## src/rtl/opnd_cond_pkg.sv

```systemverilog
package opnd_cond_pkg;
    localparam int LANE_W_DEF = 16;
    localparam int LANES_DEF  = 4;

    typedef enum logic [2:0] {
        PICK_X    = 3'd0,
        PICK_Y    = 3'd1,
        PICK_Z    = 3'd2,
        PICK_W    = 3'd3,
        PICK_ZERO = 3'd4
    } lane_pick_e;
endpackage

```

## src/rtl/swz_lane_mux.sv

```systemverilog
module swz_lane_mux #(
    parameter int LANE_W = opnd_cond_pkg::LANE_W_DEF,
    parameter int LANES  = opnd_cond_pkg::LANES_DEF,
    localparam int DATA_W = LANE_W * LANES,
    localparam int SEL_W  = $clog2(LANES) + 1
) (
    input  logic [DATA_W-1:0] src_i,
    input  logic [SEL_W-1:0]  sel_i,
    output logic [LANE_W-1:0] lane_o
);
    logic [LANE_W-1:0] lane_d;

    always_comb begin
        lane_d = '0;
        for (int k = 0; k < LANES; k++) begin
            if (sel_i == SEL_W'(k)) begin
                lane_d = src_i[DATA_W-1-k*LANE_W -: LANE_W];
            end
        end
    end

    assign lane_o = lane_d;

    always_comb begin
        if (sel_i >= SEL_W'(LANES)) begin
            p_zero_code_r2: assert (lane_o == '0)
                else $error("out-of-range selector did not zero the lane (R2/R3)");
        end else begin
            p_pass_code_r1: assert (lane_o == LANE_W'(src_i >> (LANE_W * (LANES - 1 - int'(sel_i)))))
                else $error("selected lane does not match source lane (R1)");
        end
    end
endmodule

```

## src/rtl/swz_operand.sv

```systemverilog
module swz_operand #(
    parameter int LANE_W = opnd_cond_pkg::LANE_W_DEF,
    parameter int LANES  = opnd_cond_pkg::LANES_DEF,
    localparam int DATA_W = LANE_W * LANES,
    localparam int SEL_W  = $clog2(LANES) + 1,
    localparam int CODE_W = SEL_W * LANES
) (
    input  logic [DATA_W-1:0] src_i,
    input  logic [CODE_W-1:0] code_i,
    output logic [DATA_W-1:0] opnd_o
);
    for (genvar i = 0; i < LANES; i++) begin : g_lane
        swz_lane_mux #(
            .LANE_W (LANE_W),
            .LANES  (LANES)
        ) u_mux (
            .src_i  (src_i),
            .sel_i  (code_i[CODE_W-1-i*SEL_W -: SEL_W]),
            .lane_o (opnd_o[DATA_W-1-i*LANE_W -: LANE_W])
        );
    end
endmodule

```

## src/rtl/wb_merge.sv

```systemverilog
module wb_merge #(
    parameter int LANE_W = opnd_cond_pkg::LANE_W_DEF,
    parameter int LANES  = opnd_cond_pkg::LANES_DEF,
    localparam int DATA_W = LANE_W * LANES
) (
    input  logic [DATA_W-1:0] res_i,
    input  logic [DATA_W-1:0] old_i,
    input  logic [LANES-1:0]  mask_i,
    output logic [DATA_W-1:0] dst_o
);
    for (genvar i = 0; i < LANES; i++) begin : g_lane
        localparam int HI = DATA_W - 1 - i * LANE_W;
        logic [LANE_W-1:0] lane_d;

        always_comb begin
            lane_d = old_i[HI -: LANE_W];
            if (mask_i[LANES-1-i]) begin
                lane_d = res_i[HI -: LANE_W];
            end
        end

        assign dst_o[HI -: LANE_W] = lane_d;

        always_comb begin
            if (mask_i[LANES-1-i]) begin
                p_take_lane_r6: assert (dst_o[HI -: LANE_W] == res_i[HI -: LANE_W])
                    else $error("enabled lane did not take the result (R6)");
            end else begin
                p_keep_lane_r7: assert (dst_o[HI -: LANE_W] == old_i[HI -: LANE_W])
                    else $error("disabled lane lost its old value (R7)");
            end
        end
    end
endmodule

```

## src/rtl/opnd_cond.sv

```systemverilog
module opnd_cond #(
    parameter int LANE_W = opnd_cond_pkg::LANE_W_DEF,
    parameter int LANES  = opnd_cond_pkg::LANES_DEF,
    localparam int DATA_W = LANE_W * LANES,
    localparam int SEL_W  = $clog2(LANES) + 1,
    localparam int CODE_W = SEL_W * LANES,
    localparam int NSRC   = 2
) (
    input  logic [DATA_W-1:0] src_a_i,
    input  logic [CODE_W-1:0] swz_a_i,
    input  logic [DATA_W-1:0] src_b_i,
    input  logic [CODE_W-1:0] swz_b_i,
    input  logic [DATA_W-1:0] res_i,
    input  logic [DATA_W-1:0] dst_old_i,
    input  logic [LANES-1:0]  wmask_i,
    output logic [DATA_W-1:0] opnd_a_o,
    output logic [DATA_W-1:0] opnd_b_o,
    output logic [DATA_W-1:0] dst_new_o
);
    typedef struct packed {
        logic [DATA_W-1:0] opa;
        logic [DATA_W-1:0] opb;
        logic [DATA_W-1:0] dst;
    } cond_out_t;

    logic [DATA_W-1:0] src_arr  [NSRC];
    logic [CODE_W-1:0] code_arr [NSRC];
    logic [DATA_W-1:0] opnd_arr [NSRC];
    logic [DATA_W-1:0] merged;
    cond_out_t         out_d;

    assign src_arr[0]  = src_a_i;
    assign src_arr[1]  = src_b_i;
    assign code_arr[0] = swz_a_i;
    assign code_arr[1] = swz_b_i;

    for (genvar s = 0; s < NSRC; s++) begin : g_src
        swz_operand #(
            .LANE_W (LANE_W),
            .LANES  (LANES)
        ) u_swz (
            .src_i  (src_arr[s]),
            .code_i (code_arr[s]),
            .opnd_o (opnd_arr[s])
        );
    end

    wb_merge #(
        .LANE_W (LANE_W),
        .LANES  (LANES)
    ) u_merge (
        .res_i  (res_i),
        .old_i  (dst_old_i),
        .mask_i (wmask_i),
        .dst_o  (merged)
    );

    always_comb begin
        out_d.opa = opnd_arr[0];
        out_d.opb = opnd_arr[1];
        out_d.dst = merged;
    end

    assign opnd_a_o  = out_d.opa;
    assign opnd_b_o  = out_d.opb;
    assign dst_new_o = out_d.dst;

    always_comb begin
        if (wmask_i == '0) begin
            p_mask_clear_r7: assert (dst_new_o == dst_old_i)
                else $error("empty mask altered destination (R7)");
        end
        if (wmask_i == '1) begin
            p_mask_full_r6: assert (dst_new_o == res_i)
                else $error("full mask did not write whole result (R6)");
        end
    end
endmodule

```

## config.mk

```make
export PLATFORM = sky130hd
export DESIGN_NAME = opnd_cond
export DESIGN_NICKNAME = d
export VERILOG_FILES = /design/src/rtl/opnd_cond_pkg.sv /design/src/rtl/swz_lane_mux.sv /design/src/rtl/swz_operand.sv /design/src/rtl/wb_merge.sv /design/src/rtl/opnd_cond.sv
export SDC_FILE = /design/constraint.sdc
export NUM_CORES = 1
export LEC_CHECK = 0
export ABC_AREA = 1
export BUFFER_PORTS_ARGS = -buffer_cell sky130_fd_sc_hd__buf_2
export CORE_AREA = 4 4 185 187
export DETAILED_ROUTE_END_ITERATION = 8
export DIE_AREA = 0 0 189 191
export GPL_ROUTABILITY_DRIVEN = 0
export GPL_TIMING_DRIVEN = 1
export PLACE_DENSITY = 0.38
export SLEW_MARGIN = 20
export SYNTH_ARGS = -nofsm -noshare
export SYNTH_HDL_FRONTEND = slang
export SYNTH_HIERARCHICAL = 1
export SYNTH_SLANG_ARGS = --single-unit
```

## constraint.sdc

```tcl
create_clock -name vclk -period 1.24
set_input_delay 0 -clock vclk [all_inputs]
set_output_delay 0 -clock vclk [all_outputs]
set_load 0.005 [all_outputs]
```

==> metrics.yaml, run 1 <==
pwr:
  switching_share_pct: 62.5
  combinationalPowerShare_pct: 100.0
  power_frac_clock_pct: 0
  p_sw_mw: 1.99
  leakagePower_nw: 3.97
  p_int_mw: 1.19
  power_frac_seq_pct: 0
  peakVddDrop_v: 0.000159
  power_density_nw_per_um2: 388
final_layout:
  final_common_cell: "buf_2"
  fillers: 3807
  regArea_um2: 0
  most-common-layout-cells: "buf_2, nand4_1, nand3_1"
  nFlopsAndLatches: 0
  multiInputGateArea_um2: 4610
  n_clock_buffer: 0
  area_growth_pct: 48.3
  fin_area_um2: 8210
  antenna_cells: 0
  nets: 1683
  layout-drive-gt1-share_pct: 41.1
global_route:
  grt_pass1_vias: 9622
  met1_usage_pct: 26.3
  busiest_layer: "met2"
  met2_usage_pct: 32.9
  grt_usage_pct: 19.5
  grt-ovfl-total: 0
  antenna_found_initial: 1
  grt_max_degree: 49
  grt_pass1_wl_um: 57900
  grt_use_met3_pct: 3.29
logic_synthesis:
  synthMuxAreaShare_pct: 0
  synth_simple_gate_area_share_pct: 83.2
  synthTopCellsByArea: "nand4_1, nand3_1, nand2_1, buf_2, buf_4"
  synth_adder_area_share_pct: 0
  synth-compound-area-share_pct: 0
  synth-xor-area-share_pct: 0
  synth_top_area_share_pct: 43.4
  syn_nets: 1292
  netlist_instances: 1008
  netlist_area_um2: 5530
  synth_top_family_by_area: "simple AND/OR/NAND/NOR gates"
  ys_types: 14
  yosys.area.top_type: "nand4_1"
  avgSynthCellArea_um2: 5.49
  ys_warn_count: 6
  ys_seq_area_share_pct: 0
sta:
  tightest_slew_ns: 0.502
  period_needed_ns: 1.08
  holdWs_ns: 0.255
  tns_ns: 0
  relSlewSlack_pct: 66.5
  rsz0062_at_grt: "no"
  finalCritPeriodShare_pct: 86.9
  hold_viol: 0
  fmax_mhz: 928
  setup_violations: 0
  final_max_slew_viol_count: 0
  setup_slack_ns: 0.163
die:
  row_count: 66
  start_util_pct: 17.1
  die-area_um2: 36100
  io_pins: 476
  core_area_um2: 32500
  dieWidth_um: 189
  die_height_um: 191
setup_path:
  worstPathArrival_ns: 1.08
  critPathLaunchType: "primary input"
  required_ns: 1.24
  cp_max_fo: 16
  crit_type: "in -> out"
  crit_path_end_kind: "primary output"
cts:
  hold_buffers: 0
  post_cts_buffers: 0
  cts_resized: 0
route:
  vias_per_cell: 5.50
  ant_nets: 0
  vias: 10100
  drt_wl_total_um: 39100
  firstDrtPassIters: 5
  drt_iter0_drc: 993
  drt-wirelength-per-cell_um: 21.3
  route.detailed.drc: 0
placed_design:
  place_area_um2: 8210
  post-place-ws_ns: 0.191
  port_buffers: 476
  hpwl_um: 31300
worst_hold_path:
  hp-class: "in -> out"
flow_run:
  cap_violations: 0
outcome:
  status: "completed"
-- worst max-delay path: stages --
cell     delay [ns]
buf_2          0.33
inv_2          0.26
nand4_1        0.15
nand4_1        0.15
buf_2          0.18
-- cell usage after synthesis (all sizes together) --
| cell | count |
|---|---|
| nor2 | 16 |
| clkbuf | 18 |
| nand2 | 192 |
| buf | 122 |
| nand4 | 384 |
| nand3 | 256 |
| inv | 20 |
-- final timing paths --
path                  slack (ns)     startpoint            end  cells past startpoint
worst max-delay path        0.16     swz_b_i[1]   opnd_b_o[15]                      5
worst min-delay path        0.25  dst_old_i[41]  dst_new_o[41]                      4
-- power groups by stage --
stage | Sequential [mW] | Combinational [mW] | Clock (mW)
after floorplan | 0 | 1.43 | 0
after global placement | 0 | 3.15 | 0
after detailed placement | 0 | 3.14 | 0
after CTS | 0 | 3.15 | 0
after global routing | 0 | 3.44 | 0
final | 0 | 3.18 | 0
-- per-layer routing --
layer / share of wire, % / vias up
met5: 0 / -
met4: 1.9 / 0
met3: 9.2 / 46
met2: 48 / 636
met1: 41 / 4741
li1: - / 4696
-- per-stage QoR --
step / instances / power, mW / utilization, %
6_report: 1839 / 3.18 / 25.3
5_1_grt: 1839 / 3.44 / 25.3
4_1_cts: 1839 / 3.15 / 25.3
3_5_place_dp: 1839 / 3.14 / 25.3
3_3_place_gp: 1839 / 3.15 / 25.3
2_1_floorplan: 1008 / 1.43 / -
-- cell type report --
type / count / area share [%]
multi-input combinational: 848 / 56.1
inverter: 20 / 1.25
tap: 442 / 6.74
timing repair buffer: 529 / 35.9
-- cells by family (layout without fill, tap and decap cells) --
group | count (synthesis) | count (layout)
buffers and inverters | 160 | 549
and+or+nand+nor | 848 | 848
Power figures use the tool's default switching activity.
==> run 2, diff against run 1 <==
GPL_TIMING_DRIVEN = 0   (was 1)
==> run 2 against run 1 <==
Net effect:
- global-route usage rose by 2.9 points
- critical path depth up 2
- utilization grew 0.54 points
- flip-flop and latch count did not move
- fmax decreased by 7.2%
- via count is 4.2% higher
- routed wire length rose by 15%
- critical path type unchanged
- critical endpoint is now opnd_b_o[61]
==> metrics.yaml, run 2 (synthesized netlist as in run 1, its figures left out) <==
outcome:
  status: "completed"  # unchanged
die:
  dieWidth_um: 189  # unchanged
  row_count: 66  # unchanged
  core_area_um2: 32500  # unchanged
  die_height_um: 191  # unchanged
  start_util_pct: 17.1  # unchanged
  io_pins: 476  # unchanged
  die-area_um2: 36100  # unchanged
pwr:
  total_power_mw: 3.34  # was 3.18 mW
  p_int_mw: 1.21  # was 1.19 mW
  leakagePower_nw: 4.15  # was 3.97 nW
  combinationalPowerShare_pct: 100.0  # about the same
  power_density_nw_per_um2: 399  # was 388 nW/um2
  peakVddDrop_v: 0.000166  # was 0.000159 V
  power_frac_seq_pct: 0  # about the same
  power_frac_clock_pct: 0  # about the same
  p_sw_mw: 2.13  # was 1.99 mW
  switching_share_pct: 63.8  # was 62.5%
sta:
  period_needed_ns: 1.16  # was 1.08 ns
  hold_viol: 0  # unchanged
  final_max_slew_viol_count: 0  # unchanged
  setup_violations: 0  # unchanged
  rsz0062_at_grt: "no"  # unchanged
  tns_ns: 0  # unchanged
  relSlewSlack_pct: 57.9  # was 66.5%
  tightest_slew_ns: 0.632  # was 0.502 ns
  fmax_mhz: 861  # was 928 MHz
  finalCritPeriodShare_pct: 93.6  # was 86.9%
global_route:
  grt_pass1_wl_um: 64600  # was 57900 um
  grt_pass1_vias: 10200  # was 9622
  grt-ovfl-total: 0  # unchanged
  antenna_found_initial: 1  # unchanged
  grt_max_degree: 11  # was 49
  grt_usage_pct: 22.4  # was 19.5%
route:
  vias_per_cell: 5.53  # was 5.50
  vias: 10500  # was 10100
  ant_nets: 0  # unchanged
  drt-wirelength-per-cell_um: 23.6  # was 21.3 um
  firstDrtPassIters: 5  # unchanged
  drt_iter0_drc: 957  # was 993
  drt_wl_total_um: 45100  # was 39100 um
  route.detailed.drc: 0  # unchanged
final_layout:
  layout-drive-gt1-share_pct: 43.0  # was 41.1%
  fillers: 3819  # was 3807
  regArea_um2: 0  # unchanged
  area_growth_pct: 51.4  # was 48.3%
  nFlopsAndLatches: 0  # unchanged
  final_common_cell: "buf_2"  # unchanged
  nets: 1750  # was 1683
  most-common-layout-cells: "buf_2, nand4_1, nand3_1"  # unchanged
  antenna_cells: 0  # unchanged
  n_clock_buffer: 0  # unchanged
setup_path:
  critPathLaunchType: "primary input"  # unchanged
  worstPathCellList: "buf_2 > inv_2 > buf_2 > buf_4 > nand4_1 > nand4_1 > buf_2"  # was buf_2 > inv_2 > nand4_1 > nand4_1 > buf_2
  crit_type: "in -> out"  # unchanged
  crit_top_cell: "buf_2"
  critPathSlowestCell: "buf_2"  # unchanged
  worstPathArrival_ns: 1.16  # was 1.08 ns
  critPathMaxStageDelay_ns: 0.22  # was 0.33 ns
  required_ns: 1.24  # about the same
  crit_path_end_kind: "primary output"  # unchanged
  cp_max_fo: 10  # was 16
placed_design:
  hpwl_um: 37400  # was 31300 um
  port_buffers: 456  # was 476
worst_hold_path:
  worst_hold_startpoint: "dst_old_i[6]"  # was dst_old_i[41]
  hp-class: "in -> out"  # unchanged
  hold_depth: 4  # unchanged
  holdPathEnd: "dst_new_o[6]"  # was dst_new_o[41]
flow_run:
  cap_violations: 0  # unchanged
cts:
  post_cts_buffers: 0  # unchanged
  hold_buffers: 0  # unchanged
-- run 2: cell count changes in the layout (fill, tap and decap cells not counted), sizes merged --
cell,before,now
buf,529,576
clkbuf,0,20
-- run 2: layout make-up --
type	count	area [um2]	share of cell area [%]
multi-input combinational	848	4610	55.0
tap	442	553	6.60
inverter	20	103	1.22
buffer	140	835	9.96
timing repair buffer	456	2280	27.2
-- run 2: timing repair --
action / CTS / global route
endpoints found under the hold margin: 0 / 0
gates cloned: 0 / 0
setup endpoints to repair: 1 / 5
gates resized for setup: 1 / 8
-- run 2: critical path, delay by kind of cell --
| family | cells | cell delay [ns] |
|---|---|---|
| AND/OR/NAND/NOR | 2 | 0.39 |
| buffers and inverters | 5 | 0.77 |
-- run 2: worst max path at each step --
| stage | startpoint | end | depth (start not counted) |
|---|---|---|---|
| global route | swz_b_i[2] | opnd_b_o[14] | 7 |
| floorplan | swz_a_i[0] | opnd_a_o[10] | 5 |
| CTS | swz_b_i[11] | opnd_b_o[55] | 6 |
| detailed placement | swz_b_i[8] | opnd_b_o[44] | 6 |
| finish | swz_b_i[11] | opnd_b_o[61] | 7 |
| global placement | swz_b_i[8] | opnd_b_o[44] | 6 |
-- run 2: stage by stage --
step / cells / area, um2 / setup WS [ns] / util, % / hold slack [ns]
2_1_floorplan: 1008 / 5530 / 0.596 / - / 0.0852
4_1_cts: 1906 / 8370 / 0.0185 / 25.8 / 0.259
6_report: 1906 / 8380 / 0.0791 / 25.8 / 0.261
3_5_place_dp: 1906 / 8370 / -0.00765 / 25.8 / 0.259
3_3_place_gp: 1906 / 8370 / -0.0199 / 25.8 / 0.256
5_1_grt: 1906 / 8380 / 0.00289 / 25.8 / 0.276
-- run 2: per-layer routing --
| layer | GRT usage, % | up-vias | part of all wire (%) |
|---|---|---|---|
| met5 | 0 | - | 0.029 |
| met4 | 5.30 | 2 | 2.6 |
| met3 | 3.73 | 80 | 8.5 |
| met2 | 39.3 | 689 | 49 |
| met1 | 28.7 | 4954 | 40 |
| li1 | - | 4823 | - |
-- run 2: power groups by stage --
stage,combinational [mW],clock [mW],sequential [mW]
after floorplan,1.43,0,0
after global placement,3.30,0,0
after detailed placement,3.27,0,0
after CTS,3.29,0,0
after global routing,3.57,0,0
final,3.34,0,0
